**config.mk**
```make
export PLATFORM = sky130hd
export DESIGN_NAME = blk_seq
export DESIGN_NICKNAME = d
export VERILOG_FILES = /design/src/rtl/blk_seq_pkg.sv /design/src/rtl/blk_seq_ctrl.sv /design/src/rtl/blk_seq_dp.sv /design/src/rtl/blk_seq.sv
export SDC_FILE = /design/constraint.sdc
export NUM_CORES = 1
export LEC_CHECK = 0
export BUFFER_PORTS_ARGS = -buffer_cell sky130_fd_sc_hd__buf_4
export CORE_MARGIN = 1.5
export CORE_UTILIZATION = 35
export CTS_CLUSTER_DIAMETER = 50
export DETAILED_ROUTE_END_ITERATION = 10
export HOLD_SLACK_MARGIN = 0.15
export PLACE_DENSITY = 0.67
export SLEW_MARGIN = 20
export SYNTH_ARGS = -nofsm -noshare
export SYNTH_HDL_FRONTEND = slang
export SYNTH_SLANG_ARGS = --single-unit
```
**constraint.sdc**
```tcl
create_clock -name clk_i -period 7.4 [get_ports clk_i]
set_clock_uncertainty 0.05 [all_clocks]
set_input_delay 0.37 -clock clk_i [delete_from_list [all_inputs] [get_ports clk_i]]
set_output_delay 0.37 -clock clk_i [all_outputs]
set_load 0.01 [all_outputs]
```
**src/rtl/blk_seq_pkg.sv**
```systemverilog
package blk_seq_pkg;
  typedef enum logic [1:0] {OP_COPY = 2'd0, OP_CMP = 2'd1, OP_IN = 2'd2, OP_OUT = 2'd3} op_e;
  typedef enum logic [1:0] {ST_IDLE, ST_RD, ST_EX, ST_UP} st_e;
  localparam int F_S  = 7;
  localparam int F_Z  = 6;
  localparam int F_H  = 4;
  localparam int F_PV = 2;
  localparam int F_N  = 1;
  localparam int F_C  = 0;
endpackage

```
**src/rtl/blk_seq_ctrl.sv**
```systemverilog
module blk_seq_ctrl
  import blk_seq_pkg::*;
(
  input  logic clk_i,
  input  logic rst_ni,
  input  logic start_i,
  input  logic rep_i,
  input  logic stop_i,
  output st_e  st_o,
  output logic load_o,
  output logic done_o
);
  st_e  st_q;
  logic rep_q, done_q;

  assign load_o = (st_q == ST_IDLE) && start_i;
  assign st_o   = st_q;
  assign done_o = done_q;

  always_ff @(posedge clk_i or negedge rst_ni) begin
    if (!rst_ni) begin
      st_q   <= ST_IDLE;
      rep_q  <= 1'b0;
      done_q <= 1'b0;
    end else begin
      done_q <= 1'b0;
      case (st_q)
        ST_IDLE: if (start_i) begin
          st_q  <= ST_RD;
          rep_q <= rep_i;
        end
        ST_RD: st_q <= ST_EX;
        ST_EX: st_q <= ST_UP;
        default: begin
          if (rep_q && !stop_i) st_q <= ST_RD;
          else begin
            st_q   <= ST_IDLE;
            done_q <= 1'b1;
          end
        end
      endcase
    end
  end

  assert_done_pulse_R12: assert property (@(posedge clk_i) disable iff (!rst_ni)
    done_q |=> !done_q);
  assert_rd_to_ex_R12: assert property (@(posedge clk_i) disable iff (!rst_ni)
    (st_q == ST_RD) |=> (st_q == ST_EX));
  assert_ex_to_up_R12: assert property (@(posedge clk_i) disable iff (!rst_ni)
    (st_q == ST_EX) |=> (st_q == ST_UP));
  assert_busy_hold_R2: assert property (@(posedge clk_i) disable iff (!rst_ni)
    (st_q != ST_IDLE && st_q != ST_UP) |=> (st_q != ST_IDLE));
endmodule

```
**src/rtl/blk_seq_dp.sv**
```systemverilog
module blk_seq_dp
  import blk_seq_pkg::*;
#(
  parameter int ADDR_W = 16,
  parameter int CNT_W  = 16,
  localparam int IO_W  = CNT_W / 2
) (
  input  logic              clk_i,
  input  logic              rst_ni,
  input  st_e               st_i,
  input  logic              load_i,
  input  logic [1:0]        op_i,
  input  logic              dec_i,
  input  logic [ADDR_W-1:0] src_i,
  input  logic [ADDR_W-1:0] dst_i,
  input  logic [CNT_W-1:0]  cnt_i,
  input  logic [7:0]        acc_i,
  input  logic [7:0]        flags_i,
  input  logic [7:0]        mem_rdata_i,
  input  logic [7:0]        io_rdata_i,
  output logic [ADDR_W-1:0] mem_addr_o,
  output logic              mem_we_o,
  output logic [7:0]        mem_wdata_o,
  output logic [IO_W-1:0]   io_addr_o,
  output logic              io_rd_o,
  output logic              io_we_o,
  output logic [7:0]        io_wdata_o,
  output logic [ADDR_W-1:0] src_o,
  output logic [ADDR_W-1:0] dst_o,
  output logic [CNT_W-1:0]  cnt_o,
  output logic [7:0]        flags_o,
  output logic              stop_o
);
  localparam logic [ADDR_W-1:0] A_ONE = ADDR_W'(1);
  localparam logic [CNT_W-1:0]  C_ONE = CNT_W'(1);
  localparam logic [IO_W-1:0]   B_ONE = IO_W'(1);

  logic [ADDR_W-1:0] src_q, dst_q, src_nxt, dst_nxt;
  logic [CNT_W-1:0]  cnt_q, cnt_nxt, cnt_mem_nxt;
  logic [IO_W-1:0]   b_nxt;
  logic [7:0]        acc_q, data_q, flags_q, flags_nxt, diff;
  op_e               op_q;
  logic              dec_q, io_op, match;

  assign io_op       = (op_q == OP_IN) || (op_q == OP_OUT);
  assign src_nxt     = dec_q ? src_q - A_ONE : src_q + A_ONE;
  assign dst_nxt     = dec_q ? dst_q - A_ONE : dst_q + A_ONE;
  assign cnt_mem_nxt = cnt_q - C_ONE;
  assign b_nxt       = cnt_q[CNT_W-1:IO_W] - B_ONE;
  assign cnt_nxt     = io_op ? {b_nxt, cnt_q[IO_W-1:0]} : cnt_mem_nxt;
  assign diff        = acc_q - data_q;
  assign match       = (acc_q == data_q);
  assign stop_o      = io_op ? (b_nxt == '0)
                             : ((cnt_mem_nxt == '0) || ((op_q == OP_CMP) && match));

  always_comb begin
    flags_nxt = flags_q;
    case (op_q)
      OP_COPY: begin
        flags_nxt[F_H]  = 1'b0;
        flags_nxt[F_N]  = 1'b0;
        flags_nxt[F_PV] = (cnt_mem_nxt != '0);
      end
      OP_CMP: begin
        flags_nxt[F_S]  = diff[7];
        flags_nxt[F_Z]  = match;
        flags_nxt[F_H]  = (acc_q[3:0] < data_q[3:0]);
        flags_nxt[F_PV] = (cnt_mem_nxt != '0);
        flags_nxt[F_N]  = 1'b1;
      end
      default: begin
        flags_nxt[F_N] = 1'b1;
        flags_nxt[F_Z] = (b_nxt == '0);
      end
    endcase
  end

  always_ff @(posedge clk_i or negedge rst_ni) begin
    if (!rst_ni) begin
      src_q   <= '0;
      dst_q   <= '0;
      cnt_q   <= '0;
      acc_q   <= '0;
      data_q  <= '0;
      flags_q <= '0;
      op_q    <= OP_COPY;
      dec_q   <= 1'b0;
    end else if (load_i) begin
      src_q   <= src_i;
      dst_q   <= dst_i;
      cnt_q   <= cnt_i;
      acc_q   <= acc_i;
      flags_q <= flags_i;
      op_q    <= op_e'(op_i);
      dec_q   <= dec_i;
    end else if (st_i == ST_RD) begin
      data_q <= (op_q == OP_IN) ? io_rdata_i : mem_rdata_i;
    end else if (st_i == ST_UP) begin
      src_q   <= src_nxt;
      if (op_q == OP_COPY) dst_q <= dst_nxt;
      cnt_q   <= cnt_nxt;
      flags_q <= flags_nxt;
    end
  end

  // copy writes at destination during execute; all else addresses the source
  assign mem_addr_o  = ((st_i == ST_EX) && (op_q == OP_COPY)) ? dst_q : src_q;
  assign mem_we_o    = (st_i == ST_EX) && ((op_q == OP_COPY) || (op_q == OP_IN));
  assign mem_wdata_o = data_q;
  assign io_addr_o   = cnt_q[IO_W-1:0];
  assign io_rd_o     = (st_i == ST_RD) && (op_q == OP_IN);
  assign io_we_o     = (st_i == ST_EX) && (op_q == OP_OUT);
  assign io_wdata_o  = data_q;
  assign src_o       = src_q;
  assign dst_o       = dst_q;
  assign cnt_o       = cnt_q;
  assign flags_o     = flags_q;

  assert_cnt_drop_R4: assert property (@(posedge clk_i) disable iff (!rst_ni)
    (st_i == ST_UP && !io_op) |=> (cnt_q + C_ONE == $past(cnt_q)));
  assert_carry_kept_R11: assert property (@(posedge clk_i) disable iff (!rst_ni)
    (st_i == ST_UP) |=> (flags_q[F_C] == $past(flags_q[F_C])));
  assert_port_kept_R7: assert property (@(posedge clk_i) disable iff (!rst_ni)
    (st_i == ST_UP && io_op) |=> (cnt_q[IO_W-1:0] == $past(cnt_q[IO_W-1:0])));
  assert_search_no_write_R5: assert property (@(posedge clk_i) disable iff (!rst_ni)
    (op_q == OP_CMP) |-> (!mem_we_o && !io_we_o));
  assert_strobe_onehot_R8: assert property (@(posedge clk_i) disable iff (!rst_ni)
    $onehot0({mem_we_o, io_we_o, io_rd_o}));
endmodule

```
**src/rtl/blk_seq.sv**
```systemverilog
module blk_seq
  import blk_seq_pkg::*;
#(
  parameter int ADDR_W = 16,
  parameter int CNT_W  = 16,
  localparam int IO_W  = CNT_W / 2
) (
  input  logic              clk_i,
  input  logic              rst_ni,
  input  logic              start_i,
  input  logic [1:0]        op_i,
  input  logic              dec_i,
  input  logic              rep_i,
  input  logic [ADDR_W-1:0] src_i,
  input  logic [ADDR_W-1:0] dst_i,
  input  logic [CNT_W-1:0]  cnt_i,
  input  logic [7:0]        acc_i,
  input  logic [7:0]        flags_i,
  output logic [ADDR_W-1:0] mem_addr_o,
  input  logic [7:0]        mem_rdata_i,
  output logic              mem_we_o,
  output logic [7:0]        mem_wdata_o,
  output logic [IO_W-1:0]   io_addr_o,
  output logic              io_rd_o,
  input  logic [7:0]        io_rdata_i,
  output logic              io_we_o,
  output logic [7:0]        io_wdata_o,
  output logic [ADDR_W-1:0] src_o,
  output logic [ADDR_W-1:0] dst_o,
  output logic [CNT_W-1:0]  cnt_o,
  output logic [7:0]        flags_o,
  output logic              busy_o,
  output logic              done_o
);
  st_e  st;
  logic load, stop;

  blk_seq_ctrl u_ctrl (
    .clk_i  (clk_i),
    .rst_ni (rst_ni),
    .start_i(start_i),
    .rep_i  (rep_i),
    .stop_i (stop),
    .st_o   (st),
    .load_o (load),
    .done_o (done_o)
  );

  blk_seq_dp #(.ADDR_W(ADDR_W), .CNT_W(CNT_W)) u_dp (
    .clk_i      (clk_i),
    .rst_ni     (rst_ni),
    .st_i       (st),
    .load_i     (load),
    .op_i       (op_i),
    .dec_i      (dec_i),
    .src_i      (src_i),
    .dst_i      (dst_i),
    .cnt_i      (cnt_i),
    .acc_i      (acc_i),
    .flags_i    (flags_i),
    .mem_rdata_i(mem_rdata_i),
    .io_rdata_i (io_rdata_i),
    .mem_addr_o (mem_addr_o),
    .mem_we_o   (mem_we_o),
    .mem_wdata_o(mem_wdata_o),
    .io_addr_o  (io_addr_o),
    .io_rd_o    (io_rd_o),
    .io_we_o    (io_we_o),
    .io_wdata_o (io_wdata_o),
    .src_o      (src_o),
    .dst_o      (dst_o),
    .cnt_o      (cnt_o),
    .flags_o    (flags_o),
    .stop_o     (stop)
  );

  assign busy_o = (st != ST_IDLE);

  assert_idle_quiet_R1: assert property (@(posedge clk_i) disable iff (!rst_ni)
    !busy_o |-> (!mem_we_o && !io_we_o && !io_rd_o));
endmodule

```
Word-level counts from Yosys, hierarchy flattened

Cells that the tools add are included.
Widths: inputs -> output; s select.

Register bits: 79
Latch bits: 0
Bits in writable memories: 0
Memory bits (read-only): 0
Input bits: 87
Output and inout bits: 101
Logic and storage cells: 99
Memories kept: 0

Add/subtract/negate cells: 7
Multiply operators: 0
Divide/modulo/power cells: 0
Magnitude comparators: 1
Eq/ne operators: 11
Shift operators: 0
Multiplexer cells: 29
Bitwise gates (word level): 1
Reduce and logical (&&, ||, !) cells: 33

Operator list:

| kind                  | number |
|---|---|
| $mux 16               | 14 |
| $sub 16x1->16 const B | 3 |
| $add 16x1->16 const B | 2 |
| $mux 8                | 4 |
| $reduce_and 3->1      | 6 |
| $logic_not 16->1      | 1 |
| $reduce_bool 16->1    | 1 |
| $reduce_bool 2->1     | 5 |
| $eq 2x2->1 const B    | 4 |
| $eq 8x8->1            | 1 |
| $logic_not 8->1       | 1 |
| $ne 2x2->1 const B    | 4 |
| $sub 8x1->8 const B   | 1 |
| $sub 8x8->8           | 1 |
| $logic_and 1x1->1     | 7 |
| $mux 1                | 7 |
| $pmux 2 s3            | 1 |
| $reduce_and 2->1      | 3 |
| $eq 2x1->1 const B    | 2 |
| $logic_not 2->1       | 2 |
| $lt 4x4->1            | 1 |
| $pmux 1 s2            | 2 |
| $logic_or 1x1->1      | 3 |
| $reduce_bool 3->1     | 1 |
| 5 further kinds       | 5 |

Logic depth before layout (Yosys ltp)

Gate-level depths: netlist of the first run.

Depth after elaboration: 8
Depth in mapped cells: 11

Modules after synthesis

A second synthesis of the first run with hierarchy kept.

Cells, all modules: 706
Area total of the unflattened synthesis: 6084.6 µm²

By module, submodules not included:

| module       | times used | cells each | area each (µm²) | seq. area each (µm²) |
|---|---|---|---|---|
| blk_seq_dp   | 1          | 685        | 5864.4          | 1876.8 |
| blk_seq_ctrl | 1          | 20         | 214.0           | 100.1 |
| blk_seq      | 1          | 1          | 6.3             | 0.0 |

Worst setup path before layout of the first run

OpenSTA, ideal clock, no wires.

Path kind: flip-flop to flip-flop
From: register u_dp.dec_q
To: register u_dp.src_q[15], in the netlist u_dp.src_o[15]
Library setup time: 77 ps
Data arrival time: 2682 ps
Data required time: 7273 ps
Slack: 4591 ps
Cell stages (with the launch flop): 9
Buffers on the path: 0
Clock period less this slack: 2809 ps
Cell sequence: dfrtp_1 -> ha_1 -> and3_1 -> and3_1 -> o21a_1 -> or3_1 -> a31oi_1 -> mux2_2 -> a21oi_1

Cells in the longest elaborated chain, start to end: 4

Ends and longest elaborated chain:

| element                  | line             | RTL |
|---|---|---|
| start: declaration       | blk_seq_dp.sv:43 | `logic dec_q, io_op, match;` |
| start signal: assignment | blk_seq_dp.sv:95 | `dec_q <= dec_i;` |
| $mux 16                  | blk_seq_dp.sv:46 | `assign src_nxt = dec_q ? src_q - A_ONE : src_q + A_ONE;` |
| $mux 16                  | blk_seq_dp.sv:98 | `end else if (st_i == ST_UP) begin` |
| $mux 16                  | blk_seq_dp.sv:96 | `end else if (st_i == ST_RD) begin` |
| $mux 16                  | blk_seq_dp.sv:88 | `end else if (load_i) begin` |
| end signal: assignment   | blk_seq_dp.sv:89 | `src_q <= src_i;` |
| end signal: assignment   | blk_seq_dp.sv:99 | `src_q <= src_nxt;` |
| end: declaration         | blk_seq_dp.sv:38 | `logic [ADDR_W-1:0] src_q, dst_q, src_nxt, dst_nxt;` |

No other way between the ends. The select of a mux whose other input is x is not followed.
A chain may end at the register's enable or synchronous reset.

Worst setup path after layout of the first run

From: register u_ctrl.st_q[0], in the netlist u_ctrl.st_o[0]
To: output port mem_addr_o[15]

Cells in the longest elaborated chain, start to end: 3

Ends and longest elaborated chain:

| element                  | line               | RTL |
|---|---|---|
| start: declaration       | blk_seq_ctrl.sv:13 | `st_e st_q;` |
| start signal: assignment | blk_seq_ctrl.sv:22 | `st_q <= ST_IDLE;` |
| start signal: assignment | blk_seq_ctrl.sv:29 | `st_q <= ST_RD;` |
| start signal: assignment | blk_seq_ctrl.sv:32 | `ST_RD: st_q <= ST_EX;` |
| $eq 2x2->1               | blk_seq_dp.sv:107  | `assign mem_addr_o = ((st_i == ST_EX) && (op_q == OP_COPY)) ? dst_q : src_q;` |
| $logic_and 1x1->1        | blk_seq_dp.sv:107  |  |
| $mux 16                  | blk_seq_dp.sv:107  |  |
| end: declaration         | blk_seq.sv:19      | `output logic [ADDR_W-1:0] mem_addr_o,` |

No other way between the ends.

==> impl_metrics.json, run 1 <==
{
  "clockRootBuffer": "clkbuf_16",
  "h-tree-depth": 3,
  "grt_setup_unrepaired": "false",
  "post-route-util_pct": 46.84,
  "die_w_um": 132.6,
  "finalSetupViolCount": 0,
  "synth_top_family_by_area": "compound AO/OA/AOI/OAI gates",
  "holdWs_ns": 0.1570,
  "die_y_um": 132.6,
  "drt_iter0_drc": 408,
  "hold_viol_final": 0,
  "grt_pass1_wl_um": 28200,
  "drive_above_1_share_pct": 27.21,
  "fin_total_pwr_mw": 4.016,
  "coreArea_um2": 16470,
  "initial_core_util_pct": 35.70,
  "synth_xor_xnor_area_share_pct": 3.278,
  "via_per_inst": 5.259,
  "place_ws_ns": 4.464,
  "clk_latency_ns": 0.35,
  "antenna_cells": 0,
  "leakagePower_nw": 3.698,
  "vias": 5795,
  "yosysSeqAreaShare_pct": 33.63,
  "finalCritPeriodShare_pct": 40.82,
  "grt_usage_pct": 20.17,
  "drv_slew": 0,
  "yosys.area_share.simple_pct": 20.52,
  "synthTopCellsByArea": "dfrtp_1 34%, ha_1 9.4%, a21oi_1 6.4%",
  "syn2layout_area_growth_pct": 31.20,
  "grt_max_degree": 79,
  "hold_class": "input pin to flop",
  "worstPathRequired_ns": 6.98,
  "fin_ws_ns": 4.379,
  "critPathArrivalTime_ns": 2.60,
  "fin_crit_ns": 3.021,
  "synth_top_area_cell": "dfrtp_1",
  "routed_wl_um": 17740,
  "dieArea_um2": 17580,
  "ys_types": 64,
  "rows": 47,
  "synth.mux.area_fraction_pct": 4.576,
  "layout.nets": 1010,
  "ys_seq_elements": 79,
  "synthArstFlopShare_pct": 100.0,
  "dp_hpwl_um": 12720,
  "synth-main-ff-cell": "dfrtp_1",
  "numCtsBuffers": 9,
  "grt_pass1_vias": 5503,
  "peakVddDrop_mv": 0.1668,
  "crit_fanout": 18,
  "dp.cells": 1083,
  "cts_sinks": 79,
  "portBuffers": 187,
  "layout.cells.non_filler": 1102,
  "overflow": 0,
  "synth_fa_ha_area_share_pct": 10.05,
  "place_area_um2": 7351,
  "synthCells": 721,
  "startpoint_type": "flop",
  "synth_compound_area_share_pct": 21.80,
  "wl_per_cell_um": 16.10,
  "clockBufferDepth": 2,
  "tightest_slew_ns": 0.9321,
  "syn-cell-area_um2": 5878,
  "end_kind": "output pin",
  "p_per_area_nw_per_um2": 520.7,
  "clk_pin_slew_ns": 0.06,
  "first_pass_iters": 5,
  "synth_common_cells": "96 x nand2_1, 79 x dfrtp_1, 75 x a21oi_1",
  "synth_fp_nets": 854,
  "relSlewSlack_pct": 37.71,
  "clock.fmax_ghz": 0.3310,
  "status": "completed",
  "drc": 0,
  "num_io_pins": 188,
  "globalplace.congestion": 0.8892,
  "cts_tree": "built",
  "synth_most_common_cell": "nand2_1",
  "path_class": "flop to output pin",
  "maxCapViolCount": 0,
  "synth-edff-count": 0,
  "antenna_found_initial": 0,
  "postRouteAntennaNets": 0,
  "syn_avg_cell_area_um2": 8.153,
  "final_area_um2": 7712,
  "synth_top_area_share_pct": 33.63,
  "tns_ns": 0,
  "yosys_warnings": 0
}
==> critical path, cell delays in order, from the launching register on <==
cell and delay (ns):
dfrtp_1 0.42, inv_1 0.11, ha_1 0.18, nor2b_1 0.20, and2_1 0.75, mux2_2 0.43
buf_4 0.15
==> state kept, by name (all words and copies together), names as in the netlist <==
signal,count
u_dp.op_q,2
u_ctrl.done_o,1
u_dp.cnt_o,16
u_dp.dec_q,1
u_dp.io_wdata_o,8
u_ctrl.st_o,2
u_dp.acc_q,8
u_dp.dst_o,16
u_dp.src_o,16
u_ctrl.rep_q,1
u_dp.flags_o,8
==> path summary, 6_finish.rpt <==
path | start | end | slack (ns) | cells after the start
setup / recovery | u_ctrl.st_o[0] | mem_addr_o[15] | 4.38 | 6
hold / removal | acc_i[5] | u_dp.acc_q[5] | 0.16 | 3
setup reg to reg | u_ctrl.st_o[1] | u_dp.dst_o[8] | 4.44 | 7
hold reg to reg | u_dp.acc_q[2] | u_dp.acc_q[2] | 0.43 | 2
max in group asynchronous | rst_ni | u_dp.flags_o[3] | 5.82 | 3
min in group asynchronous | rst_ni | u_dp.dst_o[12] | 0.43 | 2
==> layout make-up <==
type	count	area, µm²
flip-flops and latches	79	1977
multi-input cells	563	3548
fillers	1693	8753
inverters	29	108.9
clock inverters	6	92.59
clock buffers	10	239.0
well taps	220	275.3
repair buffers	195	1471
==> cell families after synthesis <==
logic type | after synthesis
buf+inv | 79
simple gates | 254
flops | 79
fa+ha+maj | 46
xor+xnor | 22
compound gates | 216
mux | 25
==> layout by cell type (no fill, tap or decap), types with 15 or more instances in the layout <==
| master | n |
|---|---|
| buf_4 | 192 |
| nand2_1 | 95 |
| dfrtp_1 | 79 |
| a21oi_1 | 75 |
| o21ai_0 | 64 |
| nor2_1 | 58 |
| ha_1 | 44 |
| inv_1 | 29 |
| nor3_1 | 18 |
| nand3_1 | 18 |
| and3_1 | 16 |
| mux2_2 | 15 |
==> per-layer routing <==
layer | global-route usage [%] | part of all wire, % | vias up | routed length (µm)
met2 | 31.82 | 45 | 194 | 8006
met4 | 7.631 | 2.7 | 0 | 472
met5 | 0 | 0 | - | 0
li1 | - | - | 2888 | -
met3 | 4.904 | 6.3 | 28 | 1116
met1 | 26.77 | 46 | 2685 | 8143
==> where the power goes <==
group          total (mW)  switching, mW  internal (mW)
Combinational        2.58           1.41           1.17
Sequential          0.930          0.284          0.647
Clock               0.507          0.201          0.307
Total                4.02           1.90           2.12
==> what timing repair did <==
action	4_1_cts	5_1_grt
hold endpoints to repair	28	0
setup buffers	0	0
hold buffers	3	0
resized for setup	0	0
No activity file was read; power rests on OpenSTA's default activity.
==> run 2: changes to the inputs <==
Clock period 7.4 ns to 3.1 ns, I/O delays scaled along.
==> run 2 against run 1 <==
Compared with the run above: design area is 11% higher; worst hold slack better by 0.13 ns; die area unchanged; global-route usage up 1.8 points; largest power group unchanged; sequential power rose by 140%.
==> impl_metrics.json, run 2 (synthesis gave the netlist of run 1 again) <==
{
  "status": "completed",
  "cts_sinks": 79,
  "overflow": 0,
  "num_io_pins": 188,
  "maxCapViolCount": 0,
  "die_w_um": 132.6,
  "first_pass_iters": 5,
  "clockBufferDepth": 2,
  "hold_path_depth": 5,
  "grt_setup_unrepaired": "false",
  "postCtsSetupBuffers": 0,
  "finalCritPeriodShare_pct": 92.12,
  "leakagePower_nw": 4.080,
  "coreArea_um2": 16470,
  "vias": 6163,
  "crit_fanout": 19,
  "cts_tree": "built",
  "grt_pass1_wl_um": 31100,
  "h-tree-depth": 3,
  "tightest_slew_ns": 0.8594,
  "critPathArrivalTime_ns": 3.08,
  "fin_total_pwr_mw": 9.864,
  "finalSetupViolCount": 0,
  "clk_pin_slew_ns": 0.07,
  "relSlewSlack_pct": 42.71,
  "grt_max_degree": 64,
  "globalplace.congestion": 0.8520,
  "end_kind": "flop",
  "fin_crit_ns": 2.856,
  "numCtsBuffers": 9,
  "clockRootBuffer": "clkbuf_16",
  "antenna_cells": 0,
  "peakVddDrop_mv": 0.4390,
  "layout.nets": 1099,
  "grt_pass1_vias": 6145,
  "cts_hold_buf": 83,
  "portBuffers": 187,
  "routed_wl_um": 18680,
  "die_y_um": 132.6,
  "p_per_area_nw_per_um2": 1149,
  "post-route-util_pct": 52.14,
  "clk_latency_ns": 0.34,
  "dieArea_um2": 17580,
  "postRouteAntennaNets": 0,
  "dp_hpwl_um": 13260,
  "cts_resized": 0,
  "startpoint_type": "flop",
  "fillers": 1548,
  "via_per_inst": 5.179,
  "path_class": "flop to flop",
  "tns_ns": 0,
  "hold_viol_final": 0,
  "initial_core_util_pct": 35.70,
  "antenna_found_initial": 0,
  "grt_usage_pct": 21.94,
  "hold_class": "input pin to flop",
  "drive_above_1_share_pct": 25.46,
  "place_area_um2": 7418,
  "rows": 47,
  "drt_iter0_drc": 442,
  "clock.fmax_ghz": 0.3502,
  "drc": 0,
  "worstPathRequired_ns": 3.32,
  "r2r_cells": 8,
  "wl_per_cell_um": 15.70,
  "final_area_um2": 8584,
  "syn2layout_area_growth_pct": 46.04,
  "final_common_cell": "buf_4",
  "holdWs_ns": 0.2912,
  "layout_common_cells": "201 x buf_4, 95 x nand2_1, 83 x dlygate4sd3_1",
  "drv_slew": 0
}
==> run 2: changes by cell type in the layout (fill, tap and decap cells not counted), sizes merged <==
cell         delta
buf             +9
bufinv          +1
clkinv          -1
clkinvlp        -1
dlygate4sd3    +80
==> run 2: layer usage <==
metal,track usage [%],share of wire (%),up-vias,wire length [µm]
li1,-,-,3061,-
met1,29.10,46,2872,8617
met2,36.15,46,203,8655
met3,3.678,5.3,27,995
met4,7.814,2.2,0,410
met5,0,0,-,0
==> run 2: cell type report <==
class,instances,area [µm²],area share (%)
clock buffers,10,229.0,2.667
well taps,220,275.3,3.207
inverters,29,108.9,1.268
multi-input cells,563,3548,41.34
flip-flops and latches,79,1977,23.03
repair buffers,284,2340,27.26
clock inverters,5,106.4,1.239
==> run 2: worst paths after layout <==
kind	startpoint	end	slack [ns]
worst min-delay path	dst_i[15]	u_dp.dst_o[15]	0.29
worst max-delay path	u_dp.dec_q	u_dp.src_o[15]	0.24
worst min register to register	u_dp.flags_o[3]	u_dp.flags_o[3]	0.43
min in group asynchronous	rst_ni	u_dp.dst_o[12]	0.42
worst max register to register	u_dp.dec_q	u_dp.src_o[15]	0.24
max in group asynchronous	rst_ni	u_dp.acc_q[2]	1.90
==> run 2: metrics by stage <==
stage | instances | setup WS (ns)
finish | 1190 | 0.2444
global route | 1190 | 0.07219
CTS | 1190 | 0.2719
detailed placement | 1092 | 0.2970
global placement | 1092 | 0.3405
floorplan | 721 | 0.2910
==> run 2: power by group <==
group	switching [mW]	internal (mW)	leakage (nW)	total, mW
Clock	0.460	0.787	0.159	1.25
Combinational	3.45	2.94	2.97	6.40
Sequential	0.679	1.54	0.948	2.22
==> run 2: critical path, stage by stage, from the launching register on <==
cell     delay, ns
dfrtp_1       0.66
buf_4         0.34
ha_1          0.32
a21o_1        0.18
a21o_1        0.18
or3_1         0.36
a31oi_1       0.19
mux2_2        0.35
a21oi_1       0.14
==> run 3: changes to the inputs <==
Settings changed: ABC_AREA from default to 1, ABC_CLOCK_PERIOD_IN_PS from default to 3100, PLACE_DENSITY 0.67 to 0.66.
==> run 3 against run 2 <==
Compared with the run above: sequential share of layout area down 0.83 points; combinational power is 17% higher; critical path depth fell by 1; synthesized cell count rose by 19%; global-route usage rose by 0.46 points; die area is 5.5% higher; clock power down 7%; critical path type is now flop to output pin; critical endpoint is now mem_addr_o[3]; largest cell class unchanged; highest routed layer unchanged.
==> impl_metrics.json, run 3 <==
{
  "status": "completed",
  "via_per_inst": 4.949,
  "relSlewSlack_pct": 39.04,
  "grt_setup_unrepaired": "false",
  "synthTopCellsByArea": "dfrtp_1 32%, nand2_1 14%, ha_1 8.9%",
  "grt_max_degree": 67,
  "clock.fmax_ghz": 0.3671,
  "h-tree-depth": 3,
  "overflow": 0,
  "startpoint_type": "flop",
  "met2_length_um": 9453,
  "hold_viol_final": 0,
  "die_y_um": 136.2,
  "fillers": 1694,
  "synth-edff-count": 0,
  "syn_avg_cell_area_um2": 7.214,
  "routed_wl_um": 20480,
  "crit_fanout": 28,
  "drive_above_1_share_pct": 22.74,
  "die_w_um": 136.2,
  "wl_met3_um": 864,
  "layout_common_cells": "225 x nand2_1, 195 x buf_4, 86 x dlygate4sd3_1",
  "coreArea_um2": 17300,
  "antenna_cells": 0,
  "yosysSeqAreaShare_pct": 31.83,
  "postRouteAntennaNets": 0,
  "maxCapViolCount": 0,
  "dp_hpwl_um": 14670,
  "num_io_pins": 188,
  "clk_latency_ns": 0.35,
  "numCtsBuffers": 9,
  "portBuffers": 187,
  "drt_iter0_drc": 289,
  "synth_fp_nets": 994,
  "wl_per_cell_um": 15.26,
  "ys_types": 49,
  "finalCritPeriodShare_pct": 87.87,
  "synth_common_cells": "226 x nand2_1, 83 x nor2_1, 80 x inv_1, 80 x o21ai_0, 79 x dfrtp_1",
  "drv_slew": 0,
  "globalplace.congestion": 0.9011,
  "final_area_um2": 8904,
  "synth-main-ff-cell": "dfrtp_1",
  "cts_tree": "built",
  "cts_sinks": 79,
  "synth_top_area_cell": "dfrtp_1",
  "ys_seq_elements": 79,
  "initial_core_util_pct": 35.91,
  "routed.top_layer": "met4",
  "syn2layout_area_growth_pct": 43.35,
  "fin_ws_ns": 0.3762,
  "synth_top_area_share_pct": 31.83,
  "path_class": "flop to output pin",
  "dieArea_um2": 18550,
  "layout.nets": 1245,
  "clk_pin_slew_ns": 0.07,
  "drc": 0,
  "clockRootBuffer": "clkbuf_16",
  "synthArstFlopShare_pct": 100.0,
  "syn-cell-area_um2": 6211,
  "holdWs_ns": 0.4115,
  "place_area_um2": 7727,
  "p_per_area_nw_per_um2": 1210,
  "tns_ns": 0,
  "peakVddDrop_mv": 0.5934,
  "vias": 6642,
  "grt_usage_pct": 22.40,
  "routedLengthMet1_um": 9603,
  "fin_total_pwr_mw": 10.77,
  "clockBufferDepth": 2,
  "synth_most_common_cell": "nand2_1",
  "postCtsSetupBuffers": 0,
  "leakagePower_nw": 4.514,
  "rows": 48,
  "grt_pass1_wl_um": 32690,
  "grt_pass1_vias": 6534,
  "synthCells": 861,
  "critPathArrivalTime_ns": 2.52,
  "first_pass_iters": 5,
  "hold_class": "input pin to async pin",
  "place_ws_ns": 0.6636,
  "worstPathRequired_ns": 2.89,
  "end_kind": "output pin",
  "final_common_cell": "nand2_1",
  "tightest_slew_ns": 0.9144,
  "antenna_found_initial": 0,
  "fin_crit_ns": 2.724,
  "yosys_warnings": 0,
  "finalSetupViolCount": 0
}
## run 3: cell types whose count changed after synthesis, moves of 13 or more
cell     delta
a21oi_1    -29
nor3_1     -13
nand2_1   +130
and3_1     -14
inv_1      +51
o21ai_1    +13
nor2_1     +25
o21ai_0    +16
## run 3: worst paths after layout
| kind | slack, ns | cells after the start | endpoint | startpoint |
|---|---|---|---|---|
| hold / removal | 0.41 | 2 | u_dp.io_wdata_o[6] | rst_ni |
| setup reg to reg | 0.40 | 6 | u_dp.io_wdata_o[3] | u_dp.op_q[1] |
| setup / recovery | 0.38 | 7 | mem_addr_o[3] | u_ctrl.st_o[0] |
| max in group asynchronous | 1.89 | 3 | u_dp.dst_o[9] | rst_ni |
| hold reg to reg | 0.44 | 2 | u_dp.flags_o[2] | u_dp.flags_o[2] |
| min in group clk_i | 0.44 | 2 | u_dp.flags_o[2] | u_dp.flags_o[2] |
## run 3: kinds of logic after synthesis
family / count (synthesis) / synth area share, %
buffers and inverters: 127 / 9.226
xor gates and xnor gates: 26 / 3.666
adders and majority gates: 46 / 9.509
AOI/OAI and AO/OA: 205 / 19.66
and+or+nand+nor: 374 / 25.38
DFF: 79 / 31.83
muxes: 4 / 0.7252
## run 3: area by class of cell
class	instances	area, µm²	share of cell area, %
clock inverters	6	76.32	0.8572
well taps	225	281.5	3.162
clock buffers	10	239.0	2.684
inverters	85	321.6	3.612
multi-input cells	655	3664	41.15
repair buffers	282	2345	26.34
flip-flops and latches	79	1977	22.20
## run 3: what timing repair did
action | in CTS | in global routing
resized for setup | 0 | 0
setup endpoints to repair | 0 | 0
hold buffers | 86 | 0
endpoints found under the hold margin | 142 | 0
## run 3: where the power goes
group | switching (mW) | internal [mW]
Combinational | 4.33 | 3.13
Sequential | 0.600 | 1.55
Clock | 0.502 | 0.661
Total | 5.43 | 5.34
## run 3: metal layers
layer | vias up | track usage (%)
met1 | 3092 | 30.31
met2 | 157 | 35.77
li1 | 3359 | -
met5 | - | 0
met4 | 0 | 9.220
met3 | 34 | 3.207
## run 3: metrics by stage
stage / utilization [%] / instances
after CTS: 51.48 / 1342
after global placement: 44.68 / 1240
after detailed placement: 44.68 / 1240
after global routing: 51.48 / 1342
after floorplan: - / 861
final: 51.48 / 1342
## run 3: critical path, stage by stage (launching register included)
cell	delay, ns
dfrtp_1	0.43
inv_1	0.11
ha_1	0.15
inv_1	0.07
nor2_1	0.14
nand2_1	0.52
o21ai_0	0.54
buf_4	0.20
